## src/rtl/sclk_duty_gen_pkg.sv

```systemverilog
package sclk_duty_gen_pkg;

  // Per-cycle phase information handed from the control to the output stage.
  typedef struct packed {
    logic active;      // a period is being produced
    logic fast;        // divide-by-one mode
    logic lead;        // cycle that opens a period
    logic trail;       // cycle that ends the first phase
    logic firstPhase;  // inside the first phase
    logic pol;         // polarity captured for this period
    logic pha;         // phase captured for this period
  } phase_strobe_t;

endpackage

```

## src/rtl/sclk_phase_ctrl.sv

```systemverilog
module sclk_phase_ctrl
  import sclk_duty_gen_pkg::*;
#(
  parameter int DIV_W  = 8,
  parameter int DUTY_W = 8
) (
  input  logic              clk,
  input  logic              rstN,
  input  logic              enable,
  input  logic [DIV_W-1:0]  divisor,
  input  logic [DUTY_W-1:0] duty,
  input  logic              cpol,
  input  logic              cpha,
  output phase_strobe_t     stb
);

  localparam int PROD_W = DIV_W + DUTY_W;
  localparam logic [DUTY_W-1:0] HALF_DUTY = {1'b1, {(DUTY_W-1){1'b0}}};

  logic [DIV_W-1:0]  divEff;
  logic [DUTY_W-1:0] dutyEff;
  logic [PROD_W-1:0] prod;
  logic [DIV_W-1:0]  hiRaw;
  logic [DIV_W-1:0]  hiNext;

  logic              running;
  logic [DIV_W-1:0]  cnt;
  logic [DIV_W-1:0]  curDiv;
  logic [DIV_W-1:0]  curHigh;
  logic              curPol;
  logic              curPha;
  logic              periodEnd;

  // High-time arithmetic for the settings waiting at the inputs.
  always_comb begin
    divEff  = (divisor == '0) ? DIV_W'(1) : divisor;
    dutyEff = (duty == '0) ? HALF_DUTY : duty;
    prod    = PROD_W'(divEff) * PROD_W'(dutyEff) + PROD_W'(HALF_DUTY);
    hiRaw   = prod[PROD_W-1:DUTY_W];
    if (hiRaw == '0)
      hiNext = DIV_W'(1);
    else if (hiRaw >= divEff)
      hiNext = divEff - 1'b1;
    else
      hiNext = hiRaw;
  end

  assign periodEnd = (cnt == curDiv - 1'b1);

  always_ff @(posedge clk or negedge rstN) begin
    if (!rstN) begin
      running <= 1'b0;
      cnt     <= '0;
      curDiv  <= DIV_W'(1);
      curHigh <= '0;
      curPol  <= 1'b0;
      curPha  <= 1'b0;
    end else if (!enable) begin
      running <= 1'b0;
      cnt     <= '0;
    end else if (!running || periodEnd) begin
      running <= 1'b1;
      cnt     <= '0;
      curDiv  <= divEff;
      curHigh <= hiNext;
      curPol  <= cpol;
      curPha  <= cpha;
    end else begin
      cnt <= cnt + 1'b1;
    end
  end

  always_comb begin
    stb.active     = running;
    stb.fast       = running && (curDiv == DIV_W'(1));
    stb.lead       = (cnt == '0);
    stb.trail      = (cnt == curHigh);
    stb.firstPhase = (cnt < curHigh);
    stb.pol        = curPol;
    stb.pha        = curPha;
  end

endmodule

```

## src/rtl/sclk_out_stage.sv

```systemverilog
module sclk_out_stage
  import sclk_duty_gen_pkg::*;
(
  input  logic          clk,
  input  logic          rstN,
  input  phase_strobe_t stb,
  input  logic          idlePol,
  output logic          sclkQ,
  output logic          launchQ,
  output logic          sampleQ,
  output logic          activeQ,
  output logic          fastQ,
  output logic          polQ
);

  always_ff @(posedge clk or negedge rstN) begin
    if (!rstN) begin
      sclkQ   <= 1'b0;
      launchQ <= 1'b0;
      sampleQ <= 1'b0;
      activeQ <= 1'b0;
      fastQ   <= 1'b0;
      polQ    <= 1'b0;
    end else begin
      activeQ <= stb.active;
      fastQ   <= stb.fast;
      polQ    <= stb.active ? stb.pol : idlePol;
      if (!stb.active) begin
        sclkQ   <= idlePol;
        launchQ <= 1'b0;
        sampleQ <= 1'b0;
      end else if (stb.fast) begin
        sclkQ   <= stb.pol;
        launchQ <= 1'b1;
        sampleQ <= 1'b1;
      end else begin
        sclkQ   <= stb.pol ^ stb.firstPhase;
        launchQ <= stb.pha ? stb.lead  : stb.trail;
        sampleQ <= stb.pha ? stb.trail : stb.lead;
      end
    end
  end

endmodule

```

## src/rtl/sclk_duty_gen.sv

```systemverilog
module sclk_duty_gen
  import sclk_duty_gen_pkg::*;
#(
  parameter int DIV_W  = 8,
  parameter int DUTY_W = 8
) (
  input  logic              clk,
  input  logic              rstN,
  input  logic              enable,
  input  logic [DIV_W-1:0]  divisor,
  input  logic [DUTY_W-1:0] duty,
  input  logic              cpol,
  input  logic              cpha,
  output logic              sclk,
  output logic              launchStb,
  output logic              sampleStb
);

  phase_strobe_t stb;
  logic          sclkReg;
  logic          dpActive;
  logic          dpFast;
  logic          dpPol;

  sclk_phase_ctrl #(
    .DIV_W (DIV_W),
    .DUTY_W(DUTY_W)
  ) u_ctrl (
    .clk    (clk),
    .rstN   (rstN),
    .enable (enable),
    .divisor(divisor),
    .duty   (duty),
    .cpol   (cpol),
    .cpha   (cpha),
    .stb    (stb)
  );

  sclk_out_stage u_out (
    .clk    (clk),
    .rstN   (rstN),
    .stb    (stb),
    .idlePol(cpol),
    .sclkQ  (sclkReg),
    .launchQ(launchStb),
    .sampleQ(sampleStb),
    .activeQ(dpActive),
    .fastQ  (dpFast),
    .polQ   (dpPol)
  );

  // Divide-by-one passes the system clock, inverted by the captured polarity.
  assign sclk = dpFast ? (dpPol ^ clk) : sclkReg;

endmodule

```

## config.mk

```make
export PLATFORM = sky130hd
export DESIGN_NAME = sclk_duty_gen
export DESIGN_NICKNAME = d
export VERILOG_FILES = /design/src/rtl/sclk_duty_gen_pkg.sv /design/src/rtl/sclk_phase_ctrl.sv /design/src/rtl/sclk_out_stage.sv /design/src/rtl/sclk_duty_gen.sv
export SDC_FILE = /design/constraint.sdc
export NUM_CORES = 1
export LEC_CHECK = 0
export BUFFER_PORTS_ARGS = -buffer_cell sky130_fd_sc_hd__buf_2
export CORE_MARGIN = 3
export CORE_UTILIZATION = 60
export CTS_BUF_LIST = sky130_fd_sc_hd__clkbuf_16
export CTS_CLUSTER_DIAMETER = 120
export DETAILED_ROUTE_END_ITERATION = 8
export PLACE_DENSITY = 0.79
export SLEW_MARGIN = 5
export SYNTH_ARGS = -nofsm -noshare
export SYNTH_HDL_FRONTEND = slang
export SYNTH_SLANG_ARGS = --single-unit
```

## constraint.sdc

```tcl
create_clock -name clk -period 2.75 [get_ports clk]
set_input_delay 0.55 -clock clk [delete_from_list [all_inputs] [get_ports clk]]
set_output_delay 0.55 -clock clk [all_outputs]
set_load 0.1 [all_outputs]
```

==> results of run 1 <==
## final cells by class
type                            count  area (um^2)  share of cell area [%]
Clock buffer                        9          211                    3.99
Sequential cell                    32          802                    15.1
Inverter                           63          236                    4.46
Timing Repair Buffer               89          629                    11.9
Clock inverter                      2         7.51                   0.142
Tap cell                           77         96.3                    1.82
Multi-Input combinational cell    355         3320                    62.6
## critical path, stage by stage
cell	delay, ns
buf_2	0.12
nor4_2	0.29
a21oi_2	0.15
nor2_2	0.16
fa_1	0.42
fa_1	0.53
fa_1	0.56
inv_1	0.06
fa_1	0.53
inv_1	0.05
ha_1	0.23
nor3_2	0.20
o21ai_1	0.10
o21a_2	0.27
a221oi_2	0.26
xnor2_1	0.14
ha_1	0.37
buf_6	0.11
o211ai_1	0.07
buf_4	0.16
a21oi_4	0.25
mux2i_1	0.29
o22ai_1	0.10
## power breakdown
part	internal, mW	total, mW	switching (mW)	leakage (nW)
registers	0.563	0.617	0.0536	0.404
clock network	0.539	0.808	0.270	0.119
logic	1.65	3.34	1.69	2.08
## Yosys cell counts (all sizes together), types with 2 or more instances
library cell  count
o41ai             2
xnor2            20
o2111ai           2
o21bai            4
and2             39
fa               35
inv              63
dfrtp            31
nand3            10
nor4              6
o22ai             7
a21boi            3
o211ai            3
ha               58
nor2             26
o21ai            17
nor3              7
clkbuf           13
and3              6
a21oi            16
mux2              3
or4               3
mux2i             7
nor2b             3
nand4             5
nand2b            5
xor2             13
o21a              4
a211oi            2
nand2            32
## sequential cells by signal (all words and copies together), names as in the netlist
register and flops:
u_ctrl.curPha 1, u_ctrl.cnt 8, u_out.sclkQ 1, u_ctrl.running 1, u_ctrl.curPol 1, u_out.sampleQ 1
u_out.polQ 1, u_out.launchQ 1, u_ctrl.curHigh 8, u_out.fastQ 1, u_ctrl.curDiv 8
## worst min path at each step
| stage | startpoint | end |
|---|---|---|
| after floorplan | rstN | u_ctrl.cnt[0] |
| after global placement | u_ctrl.curHigh[1] | u_ctrl.curHigh[1] |
| after detailed placement | u_ctrl.curHigh[7] | u_ctrl.curHigh[7] |
| after CTS | rstN | u_ctrl.running |
| after global routing | rstN | u_out.sampleQ |
| final | rstN | u_out.sclkQ |
## cells by family after synthesis
logic type / after synthesis / share of synthesized area, %
AND/OR/NAND/NOR: 147 / 18.5
adder cells (fa/ha/maj): 93 / 34.3
buffers and inverters: 77 / 6.98
AO/OA/AOI/OAI: 71 / 11.5
XOR/XNOR: 33 / 6.95
flip-flops: 32 / 19.3
multiplexers: 10 / 2.50
## layout by cell type, fill, tap and decap left out, drive strengths merged, types with 17 or more instances in the layout
cell type  instances
a21oi             17
and2              39
buf               90
dfrtp             31
fa                35
ha                58
inv               63
nand2             32
nor2              26
o21ai             17
xnor2             20
## metal layers
layer	up-vias	part of all wire, %	global-route usage [%]
li1	1733	-	-
met1	1833	45	40.2
met2	119	48	48.1
met3	17	6.0	4.88
met4	0	1.0	6.63
met5	-	0	0
## timing repair
action                     in CTS  in global routing
resized for setup              15                 28
cloned                          1                  0
pin swaps                      15                 20
buffers inserted                8                  1
setup endpoints to repair       9                 11
==> impl_metrics.env, run 1 <==
export IMPL_maxCapViolCount=0
export IMPL_routedWlPerCell_um=17.5
export IMPL_wirelength_um=11000
export IMPL_reg2reg_depth=10
export IMPL_hold_slack_ns=0.215
export IMPL_grt_pass1_wl_um=17900
export IMPL_syn_area_um2=4160
export IMPL_io_buffers=23
export IMPL_fin_tns_setup_ns=-23.36
export IMPL_io_pins=24
export IMPL_die_area_um2=7970
export IMPL_setup_violations=8
export IMPL_fillers=415
export IMPL_fin_crit_sh_pct=208
export IMPL_r2r_end="u_ctrl.curHigh[1]"
export IMPL_fp_coreArea_um2=6530
export IMPL_dp_slack_ns=-3.46
export IMPL_gp_routability_congestion=0.866
export IMPL_clkTransAtPathRegs_ns=0.05
export IMPL_setup_ws_ns=-2.97
export IMPL_synth_edf_count=0
export IMPL_dp_hpwl_um=8240
export IMPL_hold_viol_final=0
export IMPL_worst_pin_slew_ns=0.718
export IMPL_grt_overflow=0
export IMPL_p_leak_nw=2.60
export IMPL_ys_flop_type="dfrtp_1"
export IMPL_ys_types=51
export IMPL_startpoint_type="input port"
export IMPL_syn_nets=577
export IMPL_fmax_mhz=175
export IMPL_ys_seq_elements=32
export IMPL_rsz0062_at_grt="yes"
export IMPL_rrSetupSlack_ns=0.02
export IMPL_diodes=0
export IMPL_drive_gt1_share_pct=27.1
export IMPL_endpoint="u_ctrl.curHigh[5]"
export IMPL_finalCoreUtilization_pct=81.1
export IMPL_post_drt_via_cell_ratio=5.90
export IMPL_synthTopCellsByArea="dfrtp_1 (19%), ha_1 (17%), fa_1 (17%), and2_1 (5.9%), inv_1 (5.7%)"
export IMPL_min_period_ns=5.72
export IMPL_r2r_start="u_ctrl.curDiv[0]"
export IMPL_drc=0
export IMPL_violations="setup timing"
export IMPL_num_nets_final=664
export IMPL_track_usage_pct=29.1
export IMPL_ir_worst_vdd_uv=620
export IMPL_first_pass_iters=4
export IMPL_endpoint_kind="flip-flop"
export IMPL_fin_skew_ns=0.00413
export IMPL_outcome="finished with violations"
export IMPL_netlist_instances=463
export IMPL_clock_latency_ns=0.39
export IMPL_cts_tree="yes"
export IMPL_placed_area_um2=4830
export IMPL_worstSetupStartpoint="duty[6]"
export IMPL_grt_max_degree=33
export IMPL_yosysWarningCount=0
export IMPL_required_ns=3.01
export IMPL_post_place_cells=607
export IMPL_cp_arrival_ns=5.98
export IMPL_fin_cells=627
export IMPL_start_util_pct=63.7
export IMPL_min_path_type="in2async"
export IMPL_vias=3702
export IMPL_rows=29
export IMPL_cts_hold_buf=0
export IMPL_areaGrowthSynthToFinish_pct=27.4
export IMPL_worstPathMaxFanout=5
export IMPL_yosysTopAreaCellShare_pct=18.6
export IMPL_power_total_mw=4.76
export IMPL_synthArstFlopShare_pct=100
export IMPL_avgSynthCellArea_um2=8.99
export IMPL_grt_pass1_vias=3840
export IMPL_critical_path_class="in2reg"
export IMPL_drtIter0Drc=238
export IMPL_die_width_um=89.3
export IMPL_synth_seq_area_share_pct=19.3
export IMPL_antenna_found_initial=0
export IMPL_final_antenna_net_count=0
export IMPL_die_y_um=89.3
export IMPL_slew_violations=0
export IMPL_yosys_area_top_type="dfrtp_1"
export IMPL_power_density_nw_per_um2=899
export IMPL_slew_headroom_pct=52.1
export IMPL_postLayoutCellArea_um2=5300
(Power assumes the default switching activity.)
==> run 2: changes to the inputs <==
- REMOVE_ABC_BUFFERS: not set -> 1
- SETUP_SLACK_MARGIN: not set -> 0.4
==> run 2 against run 1 <==
  * The flow still finishes with violations (setup timing)
  * Core utilization is 5.5 points higher
  * Setup slack worse by 0.39 ns
  * Critical path depth is 6 higher
  * Total power is 13% higher
  * Global-route usage is 4.7 points higher
  * Flip-flop and latch count stayed put
  * Sequential power is 2% higher
  * Clock power is 18% higher
  * Via count is 18% higher
  * Clock skew is 0.0073 ns higher
==> impl_metrics.env, run 2 (synthesized netlist as in run 1, its figures left out) <==
export IMPL_hold_viol_final=0
export IMPL_fin_skew_ns=0.0114
export IMPL_die_y_um=89.3
export IMPL_grt_overflow=0
export IMPL_clock_latency_ns=0.40
export IMPL_die_width_um=89.3
export IMPL_postLayoutCellArea_um2=5660
export IMPL_ir_worst_vdd_uv=678
export IMPL_wirelength_um=15800
export IMPL_antenna_found_initial=1
export IMPL_rsz0062_at_grt="yes"
export IMPL_violations="setup timing"
export IMPL_fin_crit_sh_pct=222
export IMPL_setup_violations=8
export IMPL_multi_input_area_um2=3530
export IMPL_cts_tree="yes"
export IMPL_required_ns=3.02
export IMPL_hold_slack_ns=0.210
export IMPL_final_antenna_net_count=0
export IMPL_routedWlPerCell_um=24.8
export IMPL_start_util_pct=63.7
export IMPL_worstPathMaxFanout=7
export IMPL_p_leak_nw=2.74
export IMPL_first_pass_iters=6
export IMPL_fillers=281
export IMPL_rows=29
export IMPL_grt_pass1_wl_um=20300
export IMPL_track_usage_pct=33.8
export IMPL_fmax_mhz=164
export IMPL_num_nets_final=672
export IMPL_post_drt_via_cell_ratio=6.86
export IMPL_grt_max_degree=33
export IMPL_min_path_type="in2async"
export IMPL_setup_ws_ns=-3.36
export IMPL_drtIter0Drc=730
export IMPL_dp_hpwl_um=8170
export IMPL_critical_path_class="in2reg"
export IMPL_io_pins=24
export IMPL_worst_pin_slew_ns=0.727
export IMPL_areaGrowthSynthToFinish_pct=36.0
export IMPL_power_density_nw_per_um2=954
export IMPL_maxCapViolCount=0
export IMPL_fin_tns_setup_ns=-25.66
export IMPL_max_stage_delay_ns=0.55
export IMPL_cts_hold_buf=0
export IMPL_outcome="finished with violations"
export IMPL_vias=4369
export IMPL_min_period_ns=6.11
export IMPL_largestRegisters="u_ctrl.cnt (8), u_ctrl.curDiv (8), u_ctrl.curHigh (8)"
export IMPL_io_buffers=23
export IMPL_slew_violations=0
export IMPL_final_common_cell="buf_4"
export IMPL_drc=0
export IMPL_die_area_um2=7970
export IMPL_startpoint_type="input port"
export IMPL_grt_pass1_vias=4202
export IMPL_fp_coreArea_um2=6530
export IMPL_ff_latch_area_um2=803
export IMPL_placed_area_um2=4780
export IMPL_clkTransAtPathRegs_ns=0.06
export IMPL_gp_routability_congestion=0.868
export IMPL_slew_headroom_pct=51.5
export IMPL_cp_arrival_ns=6.38
export IMPL_endpoint_kind="flip-flop"
export IMPL_slowest_stage="fa_1"
export IMPL_drive_gt1_share_pct=33.3
export IMPL_most_common_layout_cells="buf_4 (65), inv_1 (61), ha_1 (50)"
## run 2: cell count changes in the layout (fill, tap and decap cells not counted), sizes merged
cell,before,now
clkinv,2,1
a21bo,1,2
buf,90,98
a21oi,17,16
bufinv,0,1
diode,0,1
inv,63,64
## run 2: layout make-up
type,instances,area share [%]
Multi-Input combinational cell,355,62.4
Tap cell,77,1.70
Sequential cell,32,14.2
Clock buffer,9,3.89
Clock inverter,3,0.686
Antenna cell,1,0.0442
Timing Repair Buffer,97,12.9
Inverter,63,4.18
## run 2: path summary, 6_finish.rpt
path | cells past startpoint | start | endpoint | slack, ns
worst min-delay path | 1 | rstN | u_ctrl.curDiv[5] | 0.21
max in group asynchronous | 1 | rstN | u_ctrl.curDiv[1] | 2.04
min in group clk | 1 | enable | u_ctrl.running | 0.38
worst max register to register | 7 | u_ctrl.curDiv[5] | u_ctrl.curHigh[7] | 0
worst min register to register | 2 | u_ctrl.curHigh[1] | u_ctrl.curHigh[1] | 0.54
worst max-delay path | 29 | divisor[2] | u_ctrl.curHigh[7] | -3.36
## run 2: what timing repair did
action	CTS	global route
setup buffers	10	3
pin swaps	37	30
setup endpoints to repair	19	27
gates cloned	1	0
resized for setup	56	67
## run 2: per-stage QoR
stage	std cells	utilization, %	setup slack (ns)	total power, mW
floorplan	449	-	-3.73	2.35
global placement	611	73.2	-3.57	3.26
detailed placement	611	73.2	-3.71	3.36
CTS	633	81.7	-2.91	4.53
global route	636	86.6	-3.57	5.63
finish	637	86.6	-3.36	5.39
## run 2: report_power, final
part / internal, mW / leakage [nW] / switching, mW
Sequential: 0.563 / 0.403 / 0.0636
Clock: 0.661 / 0.142 / 0.295
Combinational: 1.77 / 2.19 / 2.04
## run 2: metal layers
layer  vias up  share of wire, %  GRT usage (%)
met5         -                 0          0.649
met4         0               8.7           17.6
met3       170                12           7.19
met2       437                46           55.5
met1      2009                34           41.7
li1       1753                 -              -
## run 2: critical path, delay by kind of cell
kind	cells	cell delay [ns]
multiplexers	1	0.14
XOR/XNOR	1	0.23
AND/OR/NAND/NOR	6	1.28
adder cells (fa/ha/maj)	6	2.22
buffers and inverters	8	0.81
AO/OA/AOI/OAI	7	1.15
